File: src/rtl/tcp_retry_pkg.sv
package tcp_retry_pkg;

    typedef enum logic [2:0] {
        PH_NONE   = 3'd0,
        PH_ARP    = 3'd1,
        PH_AOPEN  = 3'd2,
        PH_POPEN  = 3'd3,
        PH_ACLOSE = 3'd4,
        PH_PCLOSE = 3'd5,
        PH_DATA   = 3'd6,
        PH_RXLOSS = 3'd7
    } phase_e;

    typedef enum logic [2:0] {
        ACT_ARP    = 3'd0,
        ACT_SYN    = 3'd1,
        ACT_SYNACK = 3'd2,
        ACT_FINACK = 3'd3,
        ACT_FIN    = 3'd4,
        ACT_RST    = 3'd5,
        ACT_DATA   = 3'd6,
        ACT_DUPACK = 3'd7
    } act_e;

    typedef enum logic [1:0] {
        ST_IDLE = 2'd0,
        ST_WAIT = 2'd1,
        ST_FIRE = 2'd2
    } st_e;

    localparam logic [2:0] CAUSE_ARP    = 3'd0;
    localparam logic [2:0] CAUSE_AOPEN  = 3'd1;
    localparam logic [2:0] CAUSE_POPEN  = 3'd2;
    localparam logic [2:0] CAUSE_ACLOSE = 3'd3;
    localparam logic [2:0] CAUSE_PCLOSE = 3'd4;
    localparam logic [2:0] CAUSE_DATA   = 3'd5;
    localparam logic [2:0] CAUSE_RXLOSS = 3'd6;
    localparam logic [2:0] CAUSE_SWIN   = 3'd7;

endpackage

File: src/rtl/tcp_retry_timer.sv
module tcp_retry_timer #(
    parameter int TMO_W = 32
) (
    input  logic             clk,
    input  logic             rst_n,
    input  logic             load,
    input  logic             run,
    input  logic [TMO_W-1:0] load_val,
    output logic             expire
);
    logic [TMO_W-1:0] cnt_q;

    always_ff @(posedge clk or negedge rst_n) begin
        if (!rst_n) begin
            cnt_q <= '0;
        end else if (load) begin
            cnt_q <= load_val;
        end else if (run && cnt_q != '0) begin
            cnt_q <= cnt_q - 1'b1;
        end
    end

    assign expire = run && (cnt_q <= TMO_W'(1));
endmodule

File: src/rtl/tcp_retry_policy.sv
module tcp_retry_policy
    import tcp_retry_pkg::*;
#(
    parameter int RETRY_MAX = 16,
    parameter int CNT_W     = $clog2(RETRY_MAX + 1)
) (
    input  logic [2:0]       phase,
    input  logic [CNT_W-1:0] retry_cnt,
    input  logic             paused,
    input  logic             swin_en,
    output logic             fire,
    output logic [2:0]       cmd,
    output logic [2:0]       cause,
    output logic             inc,
    output logic             term
);
    localparam logic [CNT_W-1:0] LIM = CNT_W'(RETRY_MAX);
    logic room;

    assign room = (retry_cnt < LIM);

    always_comb begin
        fire  = 1'b1;
        cmd   = ACT_ARP;
        cause = CAUSE_ARP;
        inc   = 1'b0;
        term  = 1'b0;
        unique case (phase_e'(phase))
            PH_ARP: begin
                cmd = ACT_ARP;  cause = CAUSE_ARP;
            end
            PH_AOPEN: begin
                cause = CAUSE_AOPEN;
                cmd   = room ? ACT_SYN : ACT_FIN;
                inc   = room;
                term  = !room;
            end
            PH_POPEN: begin
                cause = CAUSE_POPEN;
                cmd   = room ? ACT_SYNACK : ACT_FIN;
                inc   = room;
                term  = !room;
            end
            PH_ACLOSE: begin
                cmd = ACT_RST;  cause = CAUSE_ACLOSE;  term = 1'b1;
            end
            PH_PCLOSE: begin
                cause = CAUSE_PCLOSE;
                cmd   = room ? ACT_FINACK : ACT_RST;
                inc   = room;
                term  = !room;
            end
            PH_DATA: begin
                cmd   = ACT_DATA;
                cause = paused ? CAUSE_SWIN : CAUSE_DATA;
                fire  = !paused || swin_en;
            end
            PH_RXLOSS: begin
                cmd = ACT_DUPACK;  cause = CAUSE_RXLOSS;
            end
            default: fire = 1'b0;
        endcase
    end
endmodule

File: src/rtl/tcp_retry_ctrl.sv
module tcp_retry_ctrl
    import tcp_retry_pkg::*;
#(
    parameter int TMO_W     = 32,
    parameter int RETRY_MAX = 16,
    parameter int CNT_W     = $clog2(RETRY_MAX + 1)
) (
    input  logic             clk,
    input  logic             rst_n,
    input  logic [TMO_W-1:0] timeout_val,
    input  logic [2:0]       phase_i,
    input  logic             wait_start,
    input  logic             resp_ok,
    input  logic             win_small,
    input  logic             data_left,
    input  logic             swin_en,
    output logic             act_valid,
    output logic [2:0]       act_cmd,
    output logic             tmo_irq,
    output logic [7:0]       tmo_status,
    output logic [CNT_W-1:0] retry_count,
    output logic             wait_active
);
    localparam logic [CNT_W-1:0] LIM = CNT_W'(RETRY_MAX);

    st_e              st_q, st_d;
    logic [2:0]       phase_q, cmd_q;
    logic             term_q;
    logic [7:0]       status_q;
    logic [CNT_W-1:0] retry_q;
    logic             start_ok, ph_chg, expire, t_load, latch_ph, take;
    logic             pol_fire, pol_inc, pol_term;
    logic [2:0]       pol_cmd, pol_cause;

    assign start_ok = wait_start && (phase_i != PH_NONE);
    assign ph_chg   = (phase_i != phase_q);

    tcp_retry_timer #(.TMO_W(TMO_W)) u_timer (
        .clk      (clk),
        .rst_n    (rst_n),
        .load     (t_load),
        .run      (st_q == ST_WAIT),
        .load_val (timeout_val),
        .expire   (expire)
    );

    tcp_retry_policy #(.RETRY_MAX(RETRY_MAX), .CNT_W(CNT_W)) u_policy (
        .phase     (phase_q),
        .retry_cnt (retry_q),
        .paused    (win_small && data_left),
        .swin_en   (swin_en),
        .fire      (pol_fire),
        .cmd       (pol_cmd),
        .cause     (pol_cause),
        .inc       (pol_inc),
        .term      (pol_term)
    );

    always_comb begin
        st_d     = st_q;
        t_load   = 1'b0;
        latch_ph = 1'b0;
        take     = 1'b0;
        unique case (st_q)
            ST_IDLE: begin
                if (start_ok) begin
                    st_d = ST_WAIT; t_load = 1'b1; latch_ph = 1'b1;
                end
            end
            ST_WAIT: begin
                if (resp_ok) begin
                    st_d = ST_IDLE;
                end else if (start_ok) begin
                    t_load = 1'b1; latch_ph = 1'b1;
                end else if (ph_chg) begin
                    st_d = ST_IDLE;
                end else if (expire) begin
                    if (pol_fire) begin
                        st_d = ST_FIRE; take = 1'b1;
                    end else begin
                        t_load = 1'b1;
                    end
                end
            end
            ST_FIRE: begin
                if (resp_ok) begin
                    st_d = ST_IDLE;
                end else if (start_ok) begin
                    st_d = ST_WAIT; t_load = 1'b1; latch_ph = 1'b1;
                end else if (ph_chg || term_q) begin
                    st_d = ST_IDLE;
                end else begin
                    st_d = ST_WAIT; t_load = 1'b1;
                end
            end
            default: st_d = ST_IDLE;
        endcase
    end

    always_ff @(posedge clk or negedge rst_n) begin
        if (!rst_n) begin
            st_q <= ST_IDLE;
        end else begin
            st_q <= st_d;
        end
    end

    always_ff @(posedge clk or negedge rst_n) begin
        if (!rst_n) begin
            phase_q  <= PH_NONE;
            cmd_q    <= ACT_ARP;
            term_q   <= 1'b0;
            status_q <= '0;
            retry_q  <= '0;
        end else begin
            if (latch_ph) phase_q <= phase_i;
            if (take) begin
                cmd_q    <= pol_cmd;
                term_q   <= pol_term;
                status_q <= status_q | (8'd1 << pol_cause);
            end
            if (resp_ok || ph_chg) begin
                retry_q <= '0;
            end else if (take && pol_inc) begin
                retry_q <= retry_q + 1'b1;
            end
        end
    end

    assign act_valid   = (st_q == ST_FIRE);
    assign tmo_irq     = (st_q == ST_FIRE);
    assign act_cmd     = cmd_q;
    assign tmo_status  = status_q;
    assign retry_count = retry_q;
    assign wait_active = (st_q == ST_WAIT);

    AST_IRQ_PULSE: assert property (@(posedge clk) disable iff (!rst_n)
        tmo_irq |=> !tmo_irq);
    AST_RETRY_BOUND: assert property (@(posedge clk) disable iff (!rst_n)
        retry_count <= LIM);
    AST_ARP_ENDLESS: assert property (@(posedge clk) disable iff (!rst_n)
        (act_valid && phase_q == PH_ARP) |-> act_cmd == ACT_ARP);
    AST_FIN_AFTER_MAX: assert property (@(posedge clk) disable iff (!rst_n)
        (act_valid && act_cmd == ACT_FIN) |-> retry_count == LIM);
    AST_ACLOSE_RST: assert property (@(posedge clk) disable iff (!rst_n)
        (act_valid && phase_q == PH_ACLOSE) |-> act_cmd == ACT_RST);
    AST_STATUS_STICKY: assert property (@(posedge clk) disable iff (!rst_n)
        1'b1 |=> ((tmo_status & $past(tmo_status)) == $past(tmo_status)));
    AST_RESP_CANCEL: assert property (@(posedge clk) disable iff (!rst_n)
        (resp_ok && st_q == ST_WAIT) |=> (!act_valid && retry_count == '0));
endmodule

File: config.mk
export PLATFORM = sky130hd
export DESIGN_NAME = tcp_retry_ctrl
export DESIGN_NICKNAME = d
export VERILOG_FILES = /design/src/rtl/tcp_retry_pkg.sv /design/src/rtl/tcp_retry_timer.sv /design/src/rtl/tcp_retry_policy.sv /design/src/rtl/tcp_retry_ctrl.sv
export SDC_FILE = /design/constraint.sdc
export NUM_CORES = 1
export LEC_CHECK = 0
export BUFFER_PORTS_ARGS = -buffer_cell sky130_fd_sc_hd__buf_2
export CORE_ASPECT_RATIO = 1.75
export CORE_MARGIN = 2
export CORE_UTILIZATION = 50
export DETAILED_ROUTE_END_ITERATION = 6
export PLACE_DENSITY_LB_ADDON = 0.3
export SYNTH_ARGS = -nofsm -noshare
export SYNTH_HDL_FRONTEND = slang
export SYNTH_SLANG_ARGS = --single-unit
File: constraint.sdc
create_clock -name clk -period 6.1 [get_ports clk]
set_input_delay 0.915 -clock clk [delete_from_list [all_inputs] [get_ports clk]]
set_output_delay 0.915 -clock clk [all_outputs]
set_load 0.01 [all_outputs]
==> summary.txt, run 1 <==
Place
  – GP Congestion: 0.906
  – Placed Instance Area: 0.00370 mm^2
  – DP Wirelength: 5310 um
  – Port Buffer Count: 60

Timing
  – Final worst-path cycle share: 53.9%
  – Total negative setup slack: 0 ns
  – Fmax: 304 MHz
  – Worst Skew: 0.00480 ns
  – Final Setup Violations: 0
  – Fin. max-slew vios: 0
  – Hold Fails Final Rpt: 0
  – Slew HR: 44.6%
  – Worst-margin pin slew: 0.826 ns
  – RSZ-0062 raised after global routing: false
  – Final min period: 3.29 ns

Setup path
  – Worst path slowest cell: a211oi_1
  – Worst Setup SP: u_timer.cnt_q[0]$_DFFE_PN0P_
  – RR Startpoint: u_timer.cnt_q[0]$_DFFE_PN0P_
  – CP Data Required Time: 6.28 ns
  – Crit-path cells: inv_1, ha_1, nor3b_1, nand3_1, a211oi_1, buf_4, nand3_1, xnor2_1, mux2_4
  – Family with the most delay on the worst path: simple AND/OR/NAND/NOR gates
  – CP Max Fanout: 6
  – Crit. End Element: register
  – Crit start category: register
  – WS Path Type: reg2reg
  – Worst endpoint data arrival time: 3.47 ns
  – CP peak stage delay: 0.78 ns
  – Most used cell, CP: nand3_1
  – Buf+Inv Stages, Crit Path: 2

Final layout
  – Layout cells sized above 1: 33.3%
  – FILL cells: 580
  – Final Cell Area: 0.00387 mm^2
  – Final #Nets: 420
  – Antenna fix cells: 0
  – Synthesis-to-layout area growth: 15.0%
  – Multi-input logic area: 0.00189 mm^2
  – Post-layout util: 59.2%
  – Sequential cell area: 0.00135 mm^2

Synthesis
  – Post-synth ARST share: 100%
  – Syn Nets: 363
  – Seq/Total Area, Yosys: 40.1%
  – Synth Instances: 314
  – Largest cells by area after synthesis: dfrtp_1, mux2_4, xnor2_1
  – Commonest cells post-synth: dfrtp_1, mux2_4, nand2_1, nor2_1, xnor2_1
  – Register bit count reported by yosys: 54
  – Ys flop type: dfrtp_1
  – Area leader, netlist: dfrtp_1
  – Post-synth EDFFs: 0
  – Yosys cell types: 50
  – Yosys warnings: 0
  – Share of the synthesized area in the top cell type: 40.1%
  – Top-count cell post-synth: dfrtp_1
  – Synth Area per Inst: 10.7 um^2
  – Netlist Area Pre-Place: 0.00337 mm^2

GRT
  – First-pass GRT wire length: 12,000 um
  – Vias in the first global route: 2,608
  – Initial antenna violation count: 0
  – Total track usage: 20.7%
  – Largest net degree at the start of global routing: 55
  – Grt ovf: 0

Clock tree
  – Hold bufs inserted after CTS: 0
  – Post-CTS setup repair buffer count: 0
  – Sink Count: 54
  – H-tree depth: 2
  – Clock buffer depth: 2
  – CTS tree: built
  – Root buffer cell: clkbuf_16
  – Clk slew on worst S/H paths: 0.07 ns
  – PostCTS Resize Cnt: 0
  – Num CTS Buffers: 5
  – Clock Latency Late Sink: 0.30 ns

Floorplanning
  – Initial Utilization: 51.5%
  – Die height: 113 um
  – Die X: 66.1 um
  – Core footprint: 0.00654 mm^2
  – Total die area: 0.00744 mm^2
  – Standard-cell rows: 39
  – Number of I/O pins: 61

Drt
  – ANT nets after route: 0
  – DRT iter0 DRCs: 116
  – DRT Pass-1 Iters: 4
  – Post-Route WL: 7180 um
  – WL/cell: 15.8 um
  – DR vias/cell: 5.63
  – Vias: 2,555
  – Residual DRC: 0

Job
  – MaxCap Viol Count: 0

Pwr
  – Power per Cell Area: 432 mW/mm^2
  – Leakage Power: 0.00180 uW
  – Final Power: 1670 uW
  – Max VDD drop: 0.326 mV

Hold path
  – Hold path startpoint: tmo_status[0]$_DFFE_PN0P_
  – Worst hold path class: reg2reg

Status
  – Status: complete, no violations
## through the flow
| stage | std cells | hold slack (ns) | setup WS, ns |
|---|---|---|---|
| 3_5_place_dp | 446 | 0.439 | 2.72 |
| 3_3_place_gp | 446 | 0.448 | 2.74 |
| 4_1_cts | 454 | 0.456 | 2.80 |
| 6_report | 454 | 0.452 | 2.81 |
| 2_1_floorplan | 314 | 0.481 | 3.37 |
| 5_1_grt | 454 | 0.474 | 2.49 |
## per-layer routing
metal,global-route usage [%],share of wire (%)
met5,0,0
met4,6.80,1.8
met3,3.81,3.7
met2,39.8,57
met1,21.7,37
## layout by cell type (no fill, tap or decap), types with 4 or more instances in the layout
master	n
xnor2_1	22
nor4_2	4
nor4_1	9
or3_1	6
mux2_2	6
inv_1	10
clkbuf_16	5
mux2_4	30
o21ai_0	6
nor2_1	23
buf_2	60
dfrtp_1	54
nand4_1	5
xor2_1	8
nand2_1	26
ha_1	7
a31o_2	5
nand3_1	13
a21oi_1	16
nor3_1	8
## cell families after synthesis
group / Yosys count / share of synthesized area [%]
xor gates and xnor gates: 30 / 7.80
adders and majority gates: 7 / 2.60
buffers and inverters: 23 / 4.23
and+or+nand+nor: 112 / 18.6
muxes: 39 / 16.3
DFF: 54 / 40.1
AOI/OAI and AO/OA: 49 / 10.4
## final timing paths
path / endpoint / slack [ns] / cells after the start
max in group asynchronous: retry_count[3]$_DFFE_PN0P_ / 4.91 / 2
setup reg to reg: u_timer.cnt_q[30]$_DFFE_PN0P_ / 2.81 / 9
setup / recovery: u_timer.cnt_q[30]$_DFFE_PN0P_ / 2.81 / 9
hold / removal: tmo_status[0]$_DFFE_PN0P_ / 0.45 / 1
hold reg to reg: tmo_status[0]$_DFFE_PN0P_ / 0.45 / 1
min in group asynchronous: tmo_status[1]$_DFFE_PN0P_ / 0.73 / 2
## report_power, final
part           internal (uW)  total, uW  switching, uW
Sequential               483        642            159
Clock                    197        333            137
Combinational            365        697            332
Total                   1050       1670            627
## flip-flops by register name, summed over array words and instances, names as in the netlist
signal,flops
u_timer.cnt_q,32
tmo_status,8
retry_count,5
act_cmd,3
phase_q,3
st_q,2
term_q,1
## cell type report
cell class | instances | share of cell area [%]
multi-input cells | 237 | 48.7
repair buffers | 63 | 8.33
flip-flops and latches | 54 | 34.9
clock buffers | 5 | 3.23
clock inverters | 3 | 1.23
well taps | 82 | 2.65
inverters | 10 | 0.969
No activity file was read; power rests on OpenSTA's default activity.
==> run 2: changes to the inputs <==
--- a/config.mk
+++ b/config.mk
@@ -5,6 +5,7 @@
 export SDC_FILE = /design/constraint.sdc
 export NUM_CORES = 1
 export LEC_CHECK = 0
+export ABC_AREA = 1
 export BUFFER_PORTS_ARGS = -buffer_cell sky130_fd_sc_hd__buf_2
 export CORE_ASPECT_RATIO = 1.75
 export CORE_MARGIN = 2
==> constraint.sdc (replaced) <==
create_clock -name clk -period 3.1 [get_ports clk]
set_input_delay 0.465 -clock clk [delete_from_list [all_inputs] [get_ports clk]]
set_output_delay 0.465 -clock clk [all_outputs]
set_load 0.01 [all_outputs]
==> run 2 against run 1 <==
Against the previous run: clock skew fell by 0.00082 ns; largest cell class unchanged; via count rose by 40%; largest power group unchanged; non-clock buffer count rose by 1; total power rose by 110%; wire length rose by 25%; die area rose by 6.8%; synthesized cell count rose by 66%; clock power rose by 77%; worst hold slack got worse by 0.30 ns; sequential share of layout area fell by 1.7 points.
==> summary.txt, run 2 <==
GRT
  – GRT met1 Usage: 23.7%
  – Vias in the first global route: 3,408
  – Met3 usage: 3.76%
  – Initial antenna violation count: 0
  – Top Usage Layer GRT: met2
  – First-pass GRT wire length: 14,600 um
  – Largest net degree at the start of global routing: 38
  – Total track usage: 24.1%
  – Met2 GRT Util: 45.7%
  – Grt ovf: 0

Final layout
  – Commonest cells after routing, fill and taps aside: nand2_1, nand3_1, nor2_1
  – Largest reg by FF count: u_timer.cnt_q
  – Most common cell after layout, fill and taps aside: nand2_1
  – Non-Filler Instances: 661
  – Max reg flops: 32
  – Final #Nets: 623
  – Final Cell Area: 0.00407 mm^2
  – Layout cells sized above 1: 15.3%
  – Antenna fix cells: 0
  – Synthesis-to-layout area growth: 12.8%

Floorplanning
  – Die X: 68.2 um
  – Initial Utilization: 50.6%
  – Core footprint: 0.00713 mm^2
  – Number of I/O pins: 61
  – Total die area: 0.00794 mm^2
  – Standard-cell rows: 41
  – Die height: 116 um

Timing
  – Worst-margin pin slew: 0.776 ns
  – Final Setup Violations: 0
  – Final min period: 2.36 ns
  – Fin. max-slew vios: 0
  – Fmax: 424 MHz
  – Slew HR: 48.2%
  – Hold Fails Final Rpt: 0
  – Final hold slack: 0.151 ns
  – Final setup margin: 0.740 ns
  – Total negative setup slack: 0 ns
  – Final worst-path cycle share: 76.1%
  – RSZ-0062 raised after global routing: false
  – Worst Skew: 0.00399 ns

Setup path
  – Worst endpoint data arrival time: 2.55 ns
  – WS Path Type: reg2reg
  – Crit. End Element: register
  – CP peak stage delay: 0.53 ns
  – R2R setup slack: 0.74 ns
  – Crit start category: register
  – Most used cell, CP: nand2_1
  – Critical path capture point: u_timer.cnt_q[5]$_DFFE_PN0P_
  – Worst Setup SP: phase_q[2]$_DFFE_PN0P_
  – CP Data Required Time: 3.29 ns
  – Crit-path cells: inv_2, nand2_1, nand2_1, nor2_2, nand3_2, nor2_2, nand2_1, nand3_2, nand2_2, inv_2, nand2_1, nand2_1, nand2_1
  – R2r worst-path depth: 13
  – CP Max Fanout: 25
  – Worst path slowest cell: dfrtp_1
  – RR Startpoint: phase_q[2]$_DFFE_PN0P_
  – Reg-to-Reg End: u_timer.cnt_q[5]$_DFFE_PN0P_

Pwr
  – Int Pwr: 1850 uW
  – Seq pwr share: 34.9%
  – NetSw: 1710 uW
  – Power per Cell Area: 873 mW/mm^2
  – Clock Power Share: 16.5%
  – Switching Fraction: 48.0%
  – Max VDD drop: 0.423 mV
  – Combinational power share: 48.5%
  – Leakage Power: 0.00212 uW

Place
  – GP Congestion: 0.894
  – Cell count after placement: 653
  – Placed Instance Area: 0.00392 mm^2
  – Port Buffer Count: 60
  – DP Worst Slack: 0.689 ns
  – DP Wirelength: 6840 um

Synthesis
  – Share of the synthesized area in the top cell type: 37.4%
  – Yosys warnings: 0
  – Synth Instances: 522
  – Area leader, netlist: dfrtp_1
  – Largest cells by area after synthesis: dfrtp_1, nand2_1, nand3_1
  – Ys flop type: dfrtp_1
  – Yosys cell types: 28
  – Area share of fa/ha/maj cells after synthesis: 2.43%
  – Netlist Area Pre-Place: 0.00361 mm^2
  – Post-synth ARST share: 100%
  – Post-synth EDFFs: 0
  – Register bit count reported by yosys: 54
  – Commonest cells post-synth: nand2_1, nand3_1, nor2_1, dfrtp_1, inv_1
  – Largest family of logic cells by synthesized area: simple AND/OR/NAND/NOR gates
  – Synth Area per Inst: 6.92 um^2
  – Compound-gate portion of the synthesized area: 6.10%
  – Seq/Total Area, Yosys: 37.4%
  – Xor/xnor share of the synthesized area: 5.58%
  – Syn Nets: 571
  – Mux cell area share after synthesis: 0%
  – Top-count cell post-synth: nand2_1
  – Simple-gate share of the synthesized area: 40.3%

Clock tree
  – Hold bufs inserted after CTS: 0
  – Clk slew on worst S/H paths: 0.07 ns
  – H-tree depth: 2
  – Clock buffer depth: 2
  – Post-CTS setup repair buffer count: 0
  – Sink Count: 54
  – CTS tree: built
  – PostCTS Resize Cnt: 0
  – Clock Latency Late Sink: 0.30 ns
  – Root buffer cell: clkbuf_16
  – Num CTS Buffers: 5

Status
  – Status: complete, no violations

Drt
  – DR vias/cell: 5.39
  – DRT Pass-1 Iters: 5
  – Post-Route WL: 9010 um
  – Residual DRC: 0
  – Vias: 3,566
  – DRT iter0 DRCs: 152
  – WL/cell: 13.6 um
  – ANT nets after route: 0

Job
  – MaxCap Viol Count: 0

Hold path
  – Worst hold path class: in2async
## run 2: power groups by stage
| stage | sequential [uW] | clock (uW) | combinational, uW |
|---|---|---|---|
| after floorplan | 1140 | 0 | 1490 |
| after global routing | 1280 | 618 | 1990 |
| after global placement | 1240 | 0 | 1680 |
| final | 1240 | 588 | 1730 |
| after CTS | 1240 | 600 | 1740 |
| after detailed placement | 1250 | 0 | 1730 |
## run 2: cells by family after synthesis
logic type,count (synthesis)
AOI/OAI and AO/OA,39
xor gates and xnor gates,23
adders and majority gates,7
buffers and inverters,63
DFF,54
and+or+nand+nor,336
## run 2: how the worst min path moves through the flow
stage          slack (ns)                        end
4_1_cts              0.16     phase_q[0]$_DFFE_PN0P_
3_5_place_dp         0.46  tmo_status[1]$_DFFE_PN0P_
2_1_floorplan        0.17     act_cmd[0]$_DFFE_PN0P_
5_1_grt              0.18     phase_q[1]$_DFFE_PN0P_
6_report             0.15     phase_q[0]$_DFFE_PN0P_
3_3_place_gp         0.45  tmo_status[7]$_DFFE_PN0P_
## run 2: cell type report
type | instances | area, um^2
flip-flops and latches | 54 | 1350
inverters | 44 | 165
repair buffers | 64 | 330
well taps | 86 | 108
clock buffers | 5 | 125
multi-input cells | 405 | 1970
fillers | 713 | 3060
clock inverters | 3 | 25.0
## run 2: per-layer routing
| metal | wire length (um) | vias up |
|---|---|---|
| li1 | - | 1795 |
| met1 | 3290 | 1624 |
| met2 | 4940 | 115 |
| met3 | 414 | 32 |
| met4 | 367 | 0 |
| met5 | 0 | - |
## run 2: critical path, delay by kind of cell, from the launching register on
kind | cells | cell delay, ns
DFF | 1 | 0.53
and+or+nand+nor | 11 | 1.13
buffers and inverters | 2 | 0.56
## run 2: per-stage QoR
| stage | utilization, % | power [uW] |
|---|---|---|
| after CTS | 57.1 | 3570 |
| final | 57.1 | 3550 |
| after detailed placement | 55.0 | 2970 |
| after global placement | 55.0 | 2920 |
| after floorplan | - | 2630 |
| after global routing | 57.1 | 3880 |
==> run 3: changes to the inputs <==
==> constraint.sdc (replaced) <==
create_clock -name clk -period 2 [get_ports clk]
set_input_delay 0.3 -clock clk [delete_from_list [all_inputs] [get_ports clk]]
set_output_delay 0.3 -clock clk [all_outputs]
set_load 0.01 [all_outputs]
==> run 3 against run 2 <==
Against the previous run: sequential power grew 55%; register-to-register slack got worse by 0.65 ns; total power is 87% higher; clock-buffer cell count unchanged; core utilization rose by 8.4 points; first-iteration DRC count shrank 0.66%; flip-flop and latch count did not move; via count increased by 7.3%; sequential share of layout area decreased by 4.1 points; clock power increased by 73%; clock skew rose by 0.0060 ns; global-route usage up 1.5 points; critical path type unchanged; highest routed layer unchanged.
==> summary.txt, run 3 (same netlist as run 2, synthesis figures left out) <==
Place
  – Port Buffer Count: 60
  – DP Wirelength: 7170 um
  – Placed Instance Area: 0.00418 mm^2
  – GP Congestion: 0.921

Final layout
  – Max reg flops: 32
  – Antenna fix cells: 0
  – Final Cell Area: 0.00467 mm^2
  – Layout cells sized above 1: 27.7%
  – Final #Nets: 672
  – FILL cells: 633
  – Most common cell after layout, fill and taps aside: nand2_1
  – Synthesis-to-layout area growth: 29.3%
  – Largest reg by FF count: u_timer.cnt_q
  – Multi-input logic area: 0.00210 mm^2
  – Commonest cells after routing, fill and taps aside: nand2_1, nand3_1, buf_2
  – Sequential cell area: 0.00136 mm^2

Clock tree
  – Sink Count: 54
  – Num CTS Buffers: 5
  – H-tree depth: 2
  – Clock buffer depth: 2
  – Clock Latency Late Sink: 0.30 ns
  – CTS tree: built
  – Root buffer cell: clkbuf_16
  – Clk slew on worst S/H paths: 0.08 ns

GRT
  – Largest net degree at the start of global routing: 55
  – Vias in the first global route: 3,589
  – First-pass GRT wire length: 15,400 um
  – Grt ovf: 0
  – Total track usage: 25.5%
  – Initial antenna violation count: 0

Setup path
  – R2R setup slack: 0.09 ns
  – RR Startpoint: u_timer.cnt_q[7]$_DFFE_PN0P_
  – CP Data Required Time: 2.24 ns
  – Buf+Inv Stages, Crit Path: 2
  – Family with the most delay on the worst path: simple AND/OR/NAND/NOR gates
  – Reg-to-Reg End: u_timer.cnt_q[17]$_DFFE_PN0P_
  – CP peak stage delay: 0.41 ns
  – Worst path slowest cell: dfrtp_1
  – R2r worst-path depth: 10
  – CP Max Fanout: 3
  – Number of cells on the critical path: 10
  – Crit start category: register
  – Crit-path cells: buf_4, nor2_1, nand2_1, nor2_1, nand3_1, buf_4, nor2_1, xor2_1, nand3_1, nand3_1
  – Worst endpoint data arrival time: 2.14 ns
  – Crit. End Element: register
  – WS Path Type: reg2reg

Timing
  – Hold Fails Final Rpt: 0
  – Slew HR: 76.6%
  – Worst Skew: 0.00999 ns
  – Worst-margin pin slew: 0.349 ns
  – Fin. max-slew vios: 0
  – Final Setup Violations: 0
  – Final min period: 1.91 ns
  – Fmax: 525 MHz
  – Final worst-path cycle share: 95.3%

Floorplanning
  – Die X: 68.2 um
  – Total die area: 0.00794 mm^2
  – Die height: 116 um
  – Initial Utilization: 50.6%
  – Core footprint: 0.00713 mm^2
  – Standard-cell rows: 41
  – Number of I/O pins: 61

Job
  – MaxCap Viol Count: 0

Drt
  – DR vias/cell: 5.39
  – ANT nets after route: 0
  – DRT iter0 DRCs: 151
  – WL/cell: 14.2 um
  – Residual DRC: 0
  – Post-Route WL: 10,100 um
  – DRT Pass-1 Iters: 5
  – Vias: 3,826

Pwr
  – Max VDD drop: 0.774 mV
  – Power per Cell Area: 1430 mW/mm^2
  – Final Power: 6660 uW
  – Leakage Power: 0.00238 uW

Hold path
  – Min-Delay Endpoint: u_timer.cnt_q[23]$_DFFE_PN0P_
  – Worst hold path class: in2reg
  – Hold path startpoint: timeout_val[23]
  – Hold path depth: 3

Status
  – Status: complete, no violations
[run 3: changes by cell type in the layout (fill, tap and decap cells not counted), sizes merged]
cell / before / now
bufinv: 0 / 1
clkinv: 1 / 0
buf: 64 / 112
inv: 45 / 43
clkinvlp: 1 / 3
dlygate4sd3: 0 / 1
[run 3: cell type report]
type / instances / area share, %
multi-input combinational: 405 / 45.1
sequential: 54 / 29.1
timing repair buffer: 113 / 16.2
inverter: 44 / 3.67
clock buffer: 5 / 2.68
tap: 86 / 2.31
clock inverter: 3 / 0.965
[run 3: per-stage QoR]
step	util [%]	worst slack (ns)	setup TNS [ns]	hold WS [ns]	std cells
after CTS	62.0	0.00642	0	0.210	697
after global placement	58.6	0.0580	0	0.323	684
final	65.5	0.0942	0	0.209	710
after detailed placement	58.6	-0.0130	-0.0530	0.323	684
after global routing	65.5	-0.0432	-0.195	0.232	710
after floorplan	-	0.244	0	0.00441	522
[run 3: tightest hold or removal path: cells and delay by family]
| family | cells | cell delay, ns |
|---|---|---|
| simple gates | 2 | 0.10 |
| buf+inv | 1 | 0.08 |
[run 3: power breakdown]
part	total (uW)	internal [uW]	leakage, uW	switching (uW)
registers	1920	1470	0.000682	446
clock network	1020	592	0.0000760	432
logic	3720	1580	0.00163	2140
total	6660	3640	0.00238	3020
[run 3: worst max-delay path by stage]
stage | startpoint | to | slack [ns]
2_1_floorplan | u_timer.cnt_q[0]$_DFFE_PN0P_ | u_timer.cnt_q[17]$_DFFE_PN0P_ | 0.24
3_3_place_gp | u_timer.cnt_q[17]$_DFFE_PN0P_ | u_timer.cnt_q[0]$_DFFE_PN0P_ | 0.06
3_5_place_dp | u_timer.cnt_q[0]$_DFFE_PN0P_ | u_timer.cnt_q[31]$_DFFE_PN0P_ | -0.01
4_1_cts | u_timer.cnt_q[0]$_DFFE_PN0P_ | u_timer.cnt_q[25]$_DFFE_PN0P_ | 0.006
5_1_grt | u_timer.cnt_q[7]$_DFFE_PN0P_ | u_timer.cnt_q[17]$_DFFE_PN0P_ | -0.04
6_report | u_timer.cnt_q[7]$_DFFE_PN0P_ | u_timer.cnt_q[17]$_DFFE_PN0P_ | 0.09
[run 3: repair_timing]
| action | CTS | global route |
|---|---|---|
| gates resized for setup | 8 | 51 |
| gates cloned | 0 | 0 |
| setup buffers | 4 | 13 |
| endpoints found under the setup margin | 13 | 38 |
| endpoints found under the hold margin | 3 | 0 |
| pin swaps | 1 | 6 |
| hold buffers | 1 | 0 |
[run 3: routing by layer]
metal	up-vias	share of wire [%]	GRT usage, %
li1	1892	-	-
met1	1777	37	25.8
met2	119	55	48.2
met3	38	3.4	3.18
met4	0	4.6	14.0
met5	-	0	0
